$ cat config.mk
export PLATFORM = sky130hd
export DESIGN_NAME = irq_change_agg
export DESIGN_NICKNAME = d
export VERILOG_FILES = /design/src/rtl/irq_agg_pkg.sv /design/src/rtl/irq_cause_capture.sv /design/src/rtl/irq_change_detect.sv /design/src/rtl/irq_pulse_timer.sv /design/src/rtl/irq_status_pack.sv /design/src/rtl/irq_change_agg.sv
export SDC_FILE = /design/constraint.sdc
export NUM_CORES = 1
export LEC_CHECK = 0
export ABC_AREA = 0
export BUFFER_PORTS_ARGS = -buffer_cell sky130_fd_sc_hd__buf_2
export CAP_MARGIN = 20
export CORE_MARGIN = 5
export CORE_UTILIZATION = 25
export CTS_CLUSTER_SIZE = 28
export DETAILED_ROUTE_END_ITERATION = 8
export SETUP_SLACK_MARGIN = 0.1
export SLEW_MARGIN = 5
export SYNTH_ARGS = -nofsm -noshare
export SYNTH_HDL_FRONTEND = slang
export SYNTH_HIERARCHICAL = 1
export SYNTH_SLANG_ARGS = --single-unit
$ cat constraint.sdc
create_clock -name clk -period 5.08 [get_ports clk]
set_input_delay 1.016 -clock clk [delete_from_list [all_inputs] [get_ports clk]]
set_output_delay 1.016 -clock clk [all_outputs]
set_load 0.005 [all_outputs]
$ cat src/rtl/irq_agg_pkg.sv
package irq_agg_pkg;

    localparam int CODE_W = 4;

    typedef struct packed {
        logic              dial;
        logic [CODE_W-1:0] code;
        logic              valid;
        logic              dsp_err;
        logic              fsk;
        logic              tone1;
        logic              tone0;
        logic              ovr;
        logic              udf;
    } cause_t;

    localparam int FLAG_N = 8;

    function automatic logic [FLAG_N-1:0] flag_vec(input cause_t c);
        return {c.dial, c.valid, c.dsp_err, c.fsk, c.tone1, c.tone0, c.ovr, c.udf};
    endfunction

    localparam int SA_UDF  = 0;
    localparam int SA_OVR  = 1;
    localparam int SA_TON0 = 3;
    localparam int SA_TON1 = 4;
    localparam int SA_FSK  = 6;
    localparam int SA_DSP  = 7;
    localparam int SB_VLD  = 4;
    localparam int SB_DIAL = 6;

endpackage

$ cat src/rtl/irq_cause_capture.sv
module irq_cause_capture
    import irq_agg_pkg::*;
(
    input  logic   clk,
    input  logic   rst_n,
    input  cause_t raw,
    output cause_t cur,
    output cause_t prev
);

    typedef struct packed {
        cause_t cur;
        cause_t prev;
    } cap_t;

    cap_t st_d, st_q;

    always_comb begin
        st_d = st_q;
        if (!rst_n) begin
            st_d.cur  = raw;
            st_d.prev = raw;
        end else begin
            st_d.cur  = raw;
            st_d.prev = st_q.cur;
        end
    end

    always_ff @(posedge clk) begin
        st_q <= st_d;
    end

    assign cur  = st_q.cur;
    assign prev = st_q.prev;

endmodule

$ cat src/rtl/irq_change_detect.sv
module irq_change_detect
    import irq_agg_pkg::*;
(
    input  cause_t cur,
    input  cause_t prev,
    output logic   event_any
);

    logic [FLAG_N-1:0] cur_f, prev_f, flip;
    logic              code_step;

    assign cur_f  = flag_vec(cur);
    assign prev_f = flag_vec(prev);

    for (genvar i = 0; i < FLAG_N; i++) begin : g_flag
        assign flip[i] = cur_f[i] ^ prev_f[i];
    end

    always_comb begin
        code_step = 1'b0;
        if (cur.valid && prev.valid && (cur.code != prev.code)) begin
            code_step = 1'b1;
        end
        event_any = (|flip) | code_step;
    end

endmodule

$ cat src/rtl/irq_pulse_timer.sv
module irq_pulse_timer #(
    parameter int PULSE_CYCLES = 4096
) (
    input  logic clk,
    input  logic rst_n,
    input  logic trigger,
    output logic irq_n
);

    localparam int CNT_W = $clog2(PULSE_CYCLES + 1);
    localparam logic [CNT_W-1:0] LOAD = CNT_W'(PULSE_CYCLES);

    typedef struct packed {
        logic [CNT_W-1:0] cnt;
    } tmr_t;

    tmr_t st_d, st_q;

    always_comb begin
        st_d = st_q;
        if (!rst_n) begin
            st_d.cnt = '0;
        end else if (trigger) begin
            st_d.cnt = LOAD;
        end else if (st_q.cnt != '0) begin
            st_d.cnt = st_q.cnt - 1'b1;
        end
    end

    always_ff @(posedge clk) begin
        st_q <= st_d;
    end

    assign irq_n = (st_q.cnt == '0);

endmodule

$ cat src/rtl/irq_status_pack.sv
module irq_status_pack
    import irq_agg_pkg::*;
(
    input  cause_t     cur,
    output logic [7:0] stat_a,
    output logic [7:0] stat_b
);

    always_comb begin
        stat_a          = '0;
        stat_a[SA_UDF]  = cur.udf;
        stat_a[SA_OVR]  = cur.ovr;
        stat_a[SA_TON0] = cur.tone0;
        stat_a[SA_TON1] = cur.tone1;
        stat_a[SA_FSK]  = cur.fsk;
        stat_a[SA_DSP]  = cur.dsp_err;

        stat_b               = '0;
        stat_b[CODE_W-1:0]   = cur.code;
        stat_b[SB_VLD]       = cur.valid;
        stat_b[SB_DIAL]      = cur.dial;
    end

endmodule

$ cat src/rtl/irq_change_agg.sv
module irq_change_agg
    import irq_agg_pkg::*;
#(
    parameter int PULSE_CYCLES = 4096
) (
    input  logic       clk,
    input  logic       rst_n,
    input  logic       rx_underflow,
    input  logic       tx_overrun,
    input  logic       tone0_det,
    input  logic       tone1_det,
    input  logic       fsk_req,
    input  logic       dsp_err,
    input  logic       dtmf_valid,
    input  logic [3:0] dtmf_code,
    input  logic       dial_pulse,
    output logic       irq_n,
    output logic [7:0] stat_a,
    output logic [7:0] stat_b
);

    cause_t raw, cur, prev;
    logic   evt;

    always_comb begin
        raw         = '0;
        raw.udf     = rx_underflow;
        raw.ovr     = tx_overrun;
        raw.tone0   = tone0_det;
        raw.tone1   = tone1_det;
        raw.fsk     = fsk_req;
        raw.dsp_err = dsp_err;
        raw.valid   = dtmf_valid;
        raw.code    = dtmf_code;
        raw.dial    = dial_pulse;
    end

    irq_cause_capture u_cap (
        .clk  (clk),
        .rst_n(rst_n),
        .raw  (raw),
        .cur  (cur),
        .prev (prev)
    );

    irq_change_detect u_det (
        .cur      (cur),
        .prev     (prev),
        .event_any(evt)
    );

    irq_pulse_timer #(.PULSE_CYCLES(PULSE_CYCLES)) u_tmr (
        .clk    (clk),
        .rst_n  (rst_n),
        .trigger(evt),
        .irq_n  (irq_n)
    );

    irq_status_pack u_stat (
        .cur   (cur),
        .stat_a(stat_a),
        .stat_b(stat_b)
    );

endmodule

==> metrics, run 1 <==
outcome finished clean; Req. time, crit path 4060 ps; Peak Freq 347 MHz; Critical path buffers and inverters 3; Max VDD drop 0.203 mV; kind of end point of the critical path output pin; number of global-route vias before repair 974; Max Root-Sink Buffers 2; critical path type flop to output pin; Final Skew 6.52 ps; wire per inst 10.9 um; Yosys warning total 6; Synth Register Bits 37; hold depth 2; Layout Area Growth over Synthesis 12.1%; Power Total 0.563 mW; Tmin final 2890 ps; first-pass GRT wire length 4.39 mm; maximum fanout along the worst path 4; DRC Markers 0; Cell Rows 28; mean number of vias per cell 4.25; EDFF count, synth 0; Most used DFF post-synth dfxtp_1; Hold Path Class flop to flop; critical path's top delay family simple AND/OR/NAND/NOR gates; ANT nets after route 0; setup_tns 0 ps; most common cell in the netlist dfxtp_1; cells along the critical path inv_1, ha_1, nor4b_1, nand3_1, inv_2, buf_2; CP arrival 1870 ps; Syn Area/Cell 11.0 um2; Hold Buf Count CTS 0; Hold WS 493 ps; worst-case reg-to-reg path depth 6; static leakage power 0.786 nW; number of buffers created by CTS 5; Reg clk slew, reported paths 70 ps; post-synthesis sequential area ratio 47.2%; PD cells 320 nW/um2; CTS Sinks 37; initial core utilization 26.0%; cell taking the most area after synthesis dfxtp_1; drt pass-1 iters 4; Yosys cell types 36; I/O Buffers 26; worst skew pair latency 280 ps; Hold EP u_tmr/st_q[5]; grt total ovfl 0; net total in the final layout 177; maxcap violations 0; slowest CP cell nor4b_1; Synth area leaders dfxtp_1 47%, mux2_4 9.6%, buf_4 7.7%; die width 89.2 um; DR iter-0 viols 27; Post-Syn Area 1570 um2; Post-synth ARST share 0%; startpoint types flop; Largest stage delay, worst path 440 ps; Vias 1,004; CTS root buffer clkbuf_8; share of post-route cells with drive strength above 1 32.3%; GP Congestion 0.754; Total GRT Usage 7.09%; H-tree depth 2; total core area 6030 um2; Slew HR 64.9%; setup violators final 0; flop-to-flop setup slack 3180 ps; io pins 31; Setup Buffers After CTS 0; TritonCTS clock tree yes; Post-synth top cells 37 x dfxtp_1, 16 x buf_4, 13 x xor2_1; total wire length 2.58 mm; Die Area 7960 um2; RSZ-0062 raised after global routing false; Slew Viols, Final 0; final hold violation count 0; chip height 89.2 um; antenna cells 0; Cells after Synth 142; post-CTS sizing 0; pin count of the biggest net entering global routing 15; Post-DP HPWL 1.88 mm; initial antenna violation count 0; Synth top area share 47.2%; period utilization 56.8%; r2r startpoint u_tmr/st_q[0]; hold_sp u_tmr/st_q[5]; Slew @ Worst Pin 523 ps; RR Endpoint u_tmr/st_q[6]
## per-stage QoR
stage               worst slack (ps)  cells  utilization (%)  cell area (um2)
global placement                2590    228             27.7             1670
global route                    2010    236             29.2             1760
detailed placement              2530    228             27.7             1670
floorplan                       2830    145                -             1580
CTS                             2190    236             29.2             1760
finish                          2190    236             29.2             1760
## routing by layer
metal	vias up	share of wire, %	global-route usage (%)	routed length, um
met2	30	43	10.4	1100
met3	2	6.4	2.95	164
met1	458	50	9.51	1300
met4	0	0.39	2.03	10
li1	514	-	-	-
met5	-	0	0	0
## how the worst max path moves through the flow
stage | slack, ps | to | cells past startpoint | startpoint
6_report | 2190 | irq_n | 6 | u_tmr/st_q[0]
5_1_grt | 2010 | irq_n | 6 | u_tmr/st_q[0]
4_1_cts | 2190 | irq_n | 6 | u_tmr/st_q[0]
3_5_place_dp | 2530 | irq_n | 6 | u_tmr/st_q[0]
3_3_place_gp | 2590 | irq_n | 6 | u_tmr/st_q[0]
2_1_floorplan | 2830 | irq_n | 5 | u_tmr/st_q[0]
## flip-flops by register name, summed over array words and instances, names as in the netlist
name / cells
u_cap/cur: 12
u_tmr/st_q: 13
u_cap/prev: 12
## placed cells by master, fill, tap and decap left out, drive strengths merged, types with 2 or more instances in the layout
| cell | synthesis | layout |
|---|---|---|
| nand3 | 2 | 2 |
| nor2 | 8 | 8 |
| a21oi | 7 | 7 |
| or3 | 4 | 4 |
| nand2 | 2 | 2 |
| ha | 3 | 3 |
| conb | 1 | 4 |
| dfxtp | 37 | 37 |
| inv | 4 | 5 |
| or4 | 4 | 4 |
| mux2 | 12 | 12 |
| o41ai | 2 | 2 |
| nand4 | 2 | 2 |
| clkbuf | 1 | 5 |
| nor4 | 4 | 4 |
| nand2b | 2 | 2 |
| xor2 | 13 | 13 |
| o21ai | 4 | 4 |
| xnor2 | 2 | 2 |
| buf | 17 | 26 |
## cells by family after synthesis
group,synth area share [%]
compound gates,7.90
buf+inv,9.57
xor+xnor,8.37
flops,47.2
fa+ha+maj,2.39
other cells,0.239
simple gates,13.3
mux,11.0
## report_power, final
part           total, mW  switching [mW]  internal (mW)
clock              0.205           0.107         0.0973
sequential         0.311         0.00792          0.303
combinational     0.0474          0.0193         0.0280
## tightest hold or removal path: stages, from the launching register on
cell,delay (ps)
dfxtp_1,330
o41ai_1,60
a21oi_1,60
## layout make-up
cell class	instances	area, um2
Multi-Input combinational cell	86	689
Inverter	4	15.0
Tap cell	75	93.8
Timing Repair Buffer	26	130
Clock buffer	5	68.8
Sequential cell	37	741
Clock inverter	3	21.3
Fill cell	623	4270
No activity file was read; power rests on OpenSTA's default activity.
==> inputs of run 2 (changes only) <==
Clock period 5.08 ns to 2.39 ns, I/O delays scaled along.
==> metrics, run 2 (synthesis gave the netlist of run 1 again) <==
fin util 30.0%; first-pass GRT wire length 4.45 mm; antenna cells 0; Max VDD drop 0.355 mV; mean number of vias per cell 4.24; DR iter-0 viols 13; met3 usage 3.41%; static leakage power 0.818 nW; worst skew pair latency 290 ps; DRC Markers 0; grt total ovfl 0; total core area 6030 um2; initial antenna violation count 0; Die Area 7960 um2; die width 89.2 um; number of buffers created by CTS 5; Fillers 644; setup violators final 0; Cell Rows 28; routing usage on met2 10.9%; share of post-route cells with drive strength above 1 33.3%; max FFs per register 13; Slew Viols, Final 0; maxcap violations 0; initial core utilization 26.0%; total wire length 2.63 mm; most flop-heavy register u_tmr/st_q; TritonCTS clock tree yes; flop-to-flop setup slack 480 ps; GP Congestion 0.752; kind of end point of the critical path output pin; hold_sp rx_underflow; Final Skew 7.36 ps; Layout Area Growth over Synthesis 15.2%; ANT nets after route 0; Max Root-Sink Buffers 2; Req. time, crit path 1910 ps; PD cells 720 nW/um2; CTS root buffer clkbuf_8; CP arrival 1590 ps; critical path type flop to output pin; outcome finished clean; r2r startpoint u_tmr/st_q[0]; origin of the worst setup path u_tmr/st_q[0]; setup_tns 0 ps; period utilization 86.4%; drt pass-1 iters 4; number of global-route vias before repair 942; RSZ-0062 raised after global routing false; met1 Use GR 9.11%; CTS Sinks 37; Peak Freq 484 MHz; startpoint types flop; leading cell types in the layout, fill and taps excluded 37 x dfxtp_1, 26 x buf_2, 13 x xor2_1; commonest non-fill, non-tap cell in the layout dfxtp_1; Hold Path Class primary input to flop; Top Usage Layer GRT met2; Hold Buf Count CTS 0; Total GRT Usage 7.40%; pin count of the biggest net entering global routing 15; net total in the final layout 178; Vias 1,004; chip height 89.2 um; Reg clk slew, reported paths 70 ps; final hold violation count 0; H-tree depth 2; io pins 31; I/O Buffers 26; Post-DP HPWL 1.91 mm; Tmin final 2070 ps; maximum fanout along the worst path 4; wire per inst 11.1 um
## run 2: cell types whose count changed in the layout (fill, tap and decap cells not counted)
cell        change
clkinv_4        +1
inv_6           -1
clkinv_2        -1
nor4b_4         +1
clkbuf_1        +1
nor4b_1         -1
buf_4           +1
clkinvlp_4      -1
bufinv_16       +1
nand3_2         +1
nand3_1         -1
## run 2: final cells by class
| cell class | instances | area, um2 | area share [%] |
|---|---|---|---|
| Clock buffer | 6 | 72.6 | 4.01 |
| Sequential cell | 37 | 741 | 41.0 |
| Clock inverter | 2 | 38.8 | 2.15 |
| Timing Repair Buffer | 27 | 138 | 7.61 |
| Tap cell | 75 | 93.8 | 5.19 |
| Multi-Input combinational cell | 86 | 709 | 39.2 |
| Inverter | 4 | 15.0 | 0.830 |
## run 2: per-stage QoR
stage	power [mW]	std cells	hold WS [ps]	worst slack, ps	area [um2]
after floorplan	0.762	145	465	671	1580
after global placement	0.778	229	483	448	1680
after detailed placement	0.780	229	488	366	1680
after CTS	1.33	237	280	235	1790
after global routing	1.37	237	283	145	1810
final	1.30	237	300	325	1810
## run 2: path summary, 6_finish.rpt
kind	to	depth (start not counted)
max	irq_n	6
min	u_cap/cur[0]	1
max reg2reg	u_tmr/st_q[6]	6
min reg2reg	u_tmr/st_q[5]	2
## run 2: power by group
group          internal, mW  total [mW]  switching (mW)
clock network         0.313       0.536           0.223
logic                0.0610       0.104          0.0426
registers             0.645       0.662          0.0174
total                  1.02        1.30           0.283
## run 2: critical path, cell delays in order (launching register included)
cell and delay (ps):
dfxtp_1 310, inv_1 110, ha_1 210, nor4b_4 280, nand3_2 150, inv_2 120
buf_2 120
## run 2: repair_timing
item / 4_1_cts / 5_1_grt
pin swaps: 0 / 0
cloned: 0 / 0
endpoints found under the setup margin: 1 / 1
resized for setup: 1 / 2
buffers inserted: 0 / 0
## run 2: per-layer routing
layer	part of all wire, %	vias up
met5	0	-
met4	2.1	0
met3	7.5	7
met2	42	32
met1	48	448
li1	-	517
==> inputs of run 3 (changes only) <==
Settings changed: BUFFER_PORTS_ARGS -buffer_cell sky130_fd_sc_hd__buf_2 to -buffer_cell sky130_fd_sc_hd__buf_4.
==> metrics, run 3 (synthesis gave the netlist of run 1 again) <==
fin util 31.1%; hold depth 1; pin count of the biggest net entering global routing 15; Layout Area Growth over Synthesis 19.4%; Placement Cell Area 1740 um2; RSZ-0062 raised after global routing false; max FFs per register 13; setup violators final 0; Post-DP HPWL 1.95 mm; number of buffers created by CTS 5; total wire length 2.64 mm; Max VDD drop 0.284 mV; TritonCTS clock tree yes; antenna cells 0; drt pass-1 iters 4; wire per inst 11.1 um; DR iter-0 viols 40; Die Area 7960 um2; kind of end point of the critical path output pin; number of global-route vias before repair 996; io pins 31; worst-case reg-to-reg path depth 5; Req. time, crit path 1910 ps; Hold Path Class primary input to flop; Final Skew 8.96 ps; maxcap violations 0; maximum fanout along the worst path 4; Cell Rows 28; static leakage power 0.841 nW; CTS root buffer clkbuf_8; commonest non-fill, non-tap cell in the layout dfxtp_1; Vias 1,015; period utilization 86.4%; flop-to-flop setup slack 490 ps; startpoint types flop; placed cells 229; first-pass GRT wire length 4.61 mm; setup_tns 0 ps; worst skew pair latency 290 ps; r2r startpoint u_cap/cur[6]; share of post-route cells with drive strength above 1 33.3%; Max Root-Sink Buffers 2; Largest stage delay, worst path 310 ps; initial antenna violation count 0; Hold WS 294 ps; initial core utilization 26.0%; critical path type flop to output pin; net total in the final layout 178; post-route cell area 1870 um2; Slew Viols, Final 0; ANT nets after route 0; mean number of vias per cell 4.28; cells along the critical path inv_1, ha_1, nor4b_4, nand3_2, inv_2, buf_4; RR Endpoint u_tmr/st_q[1]; H-tree depth 2; grt total ovfl 0; CP arrival 1590 ps; origin of the worst setup path u_tmr/st_q[0]; Worst setup endpoint irq_n; die width 89.2 um; chip height 89.2 um; Total GRT Usage 7.70%; I/O Buffers 26; CTS Sinks 37; Tmin final 2070 ps; Reg clk slew, reported paths 80 ps; slowest CP cell dfxtp_1; leading cell types in the layout, fill and taps excluded 37 x dfxtp_1, 27 x buf_4, 13 x xor2_1; final hold violation count 0; PD cells 701 nW/um2; total core area 6030 um2; Non-Filler Instances 237; Peak Freq 484 MHz; most flop-heavy register u_tmr/st_q; DRC Markers 0; GP Congestion 0.736; outcome finished clean
==> run 3: cell counts in the layout (fill, tap and decap cells not counted) <==
No cell type changed its count.
==> run 3: cell type report <==
cell class / instances / area, um2
tap: 75 / 93.8
fill: 651 / 4150
clock buffer: 6 / 72.6
timing repair buffer: 27 / 203
multi-input combinational: 86 / 709
clock inverter: 2 / 38.8
sequential: 37 / 741
inverter: 4 / 15.0
==> run 3: worst min path at each step <==
stage / from / endpoint / slack (ps)
after floorplan: u_tmr/st_q[5] / u_tmr/st_q[5] / 460
after global placement: u_tmr/st_q[5] / u_tmr/st_q[5] / 480
after detailed placement: u_tmr/st_q[5] / u_tmr/st_q[5] / 490
after CTS: tone0_det / u_cap/cur[2] / 270
after global routing: dial_pulse / u_cap/cur[11] / 270
final: tone0_det / u_cap/cur[2] / 290
==> run 3: what timing repair did <==
item / 4_1_cts / 5_1_grt
setup buffers: 0 / 0
gates cloned: 0 / 0
hold buffers: 0 / 0
gates resized for setup: 1 / 2
setup endpoints to repair: 1 / 1
pin swaps: 0 / 0
==> run 3: worst max-delay path: cells and delay by family (launching register included) <==
family	cells	cell delay, ps
flip-flops	1	310
buffers and inverters	3	330
adder cells (fa/ha/maj)	1	210
AND/OR/NAND/NOR	2	450
==> run 3: stage by stage <==
| step | total power, mW | setup WS, ps |
|---|---|---|
| 5_1_grt | 1.39 | 158 |
| 3_3_place_gp | 0.790 | 445 |
| 4_1_cts | 1.35 | 198 |
| 3_5_place_dp | 0.792 | 366 |
| 6_report | 1.31 | 324 |
| 2_1_floorplan | 0.762 | 671 |
==> run 3: where the power goes <==
part	total, mW	leakage [nW]	switching [mW]	internal [mW]
Sequential	0.663	0.308	0.0181	0.645
Clock	0.536	0.0554	0.223	0.313
Combinational	0.115	0.478	0.0419	0.0728
==> run 3: routing by layer <==
layer | global-route usage [%] | up-vias | part of all wire [%]
met5 | 0 | - | 0
met4 | 2.44 | 0 | 1.4
met3 | 4.24 | 4 | 7.0
met2 | 10.4 | 29 | 40
met1 | 10.4 | 464 | 52
li1 | - | 518 | -
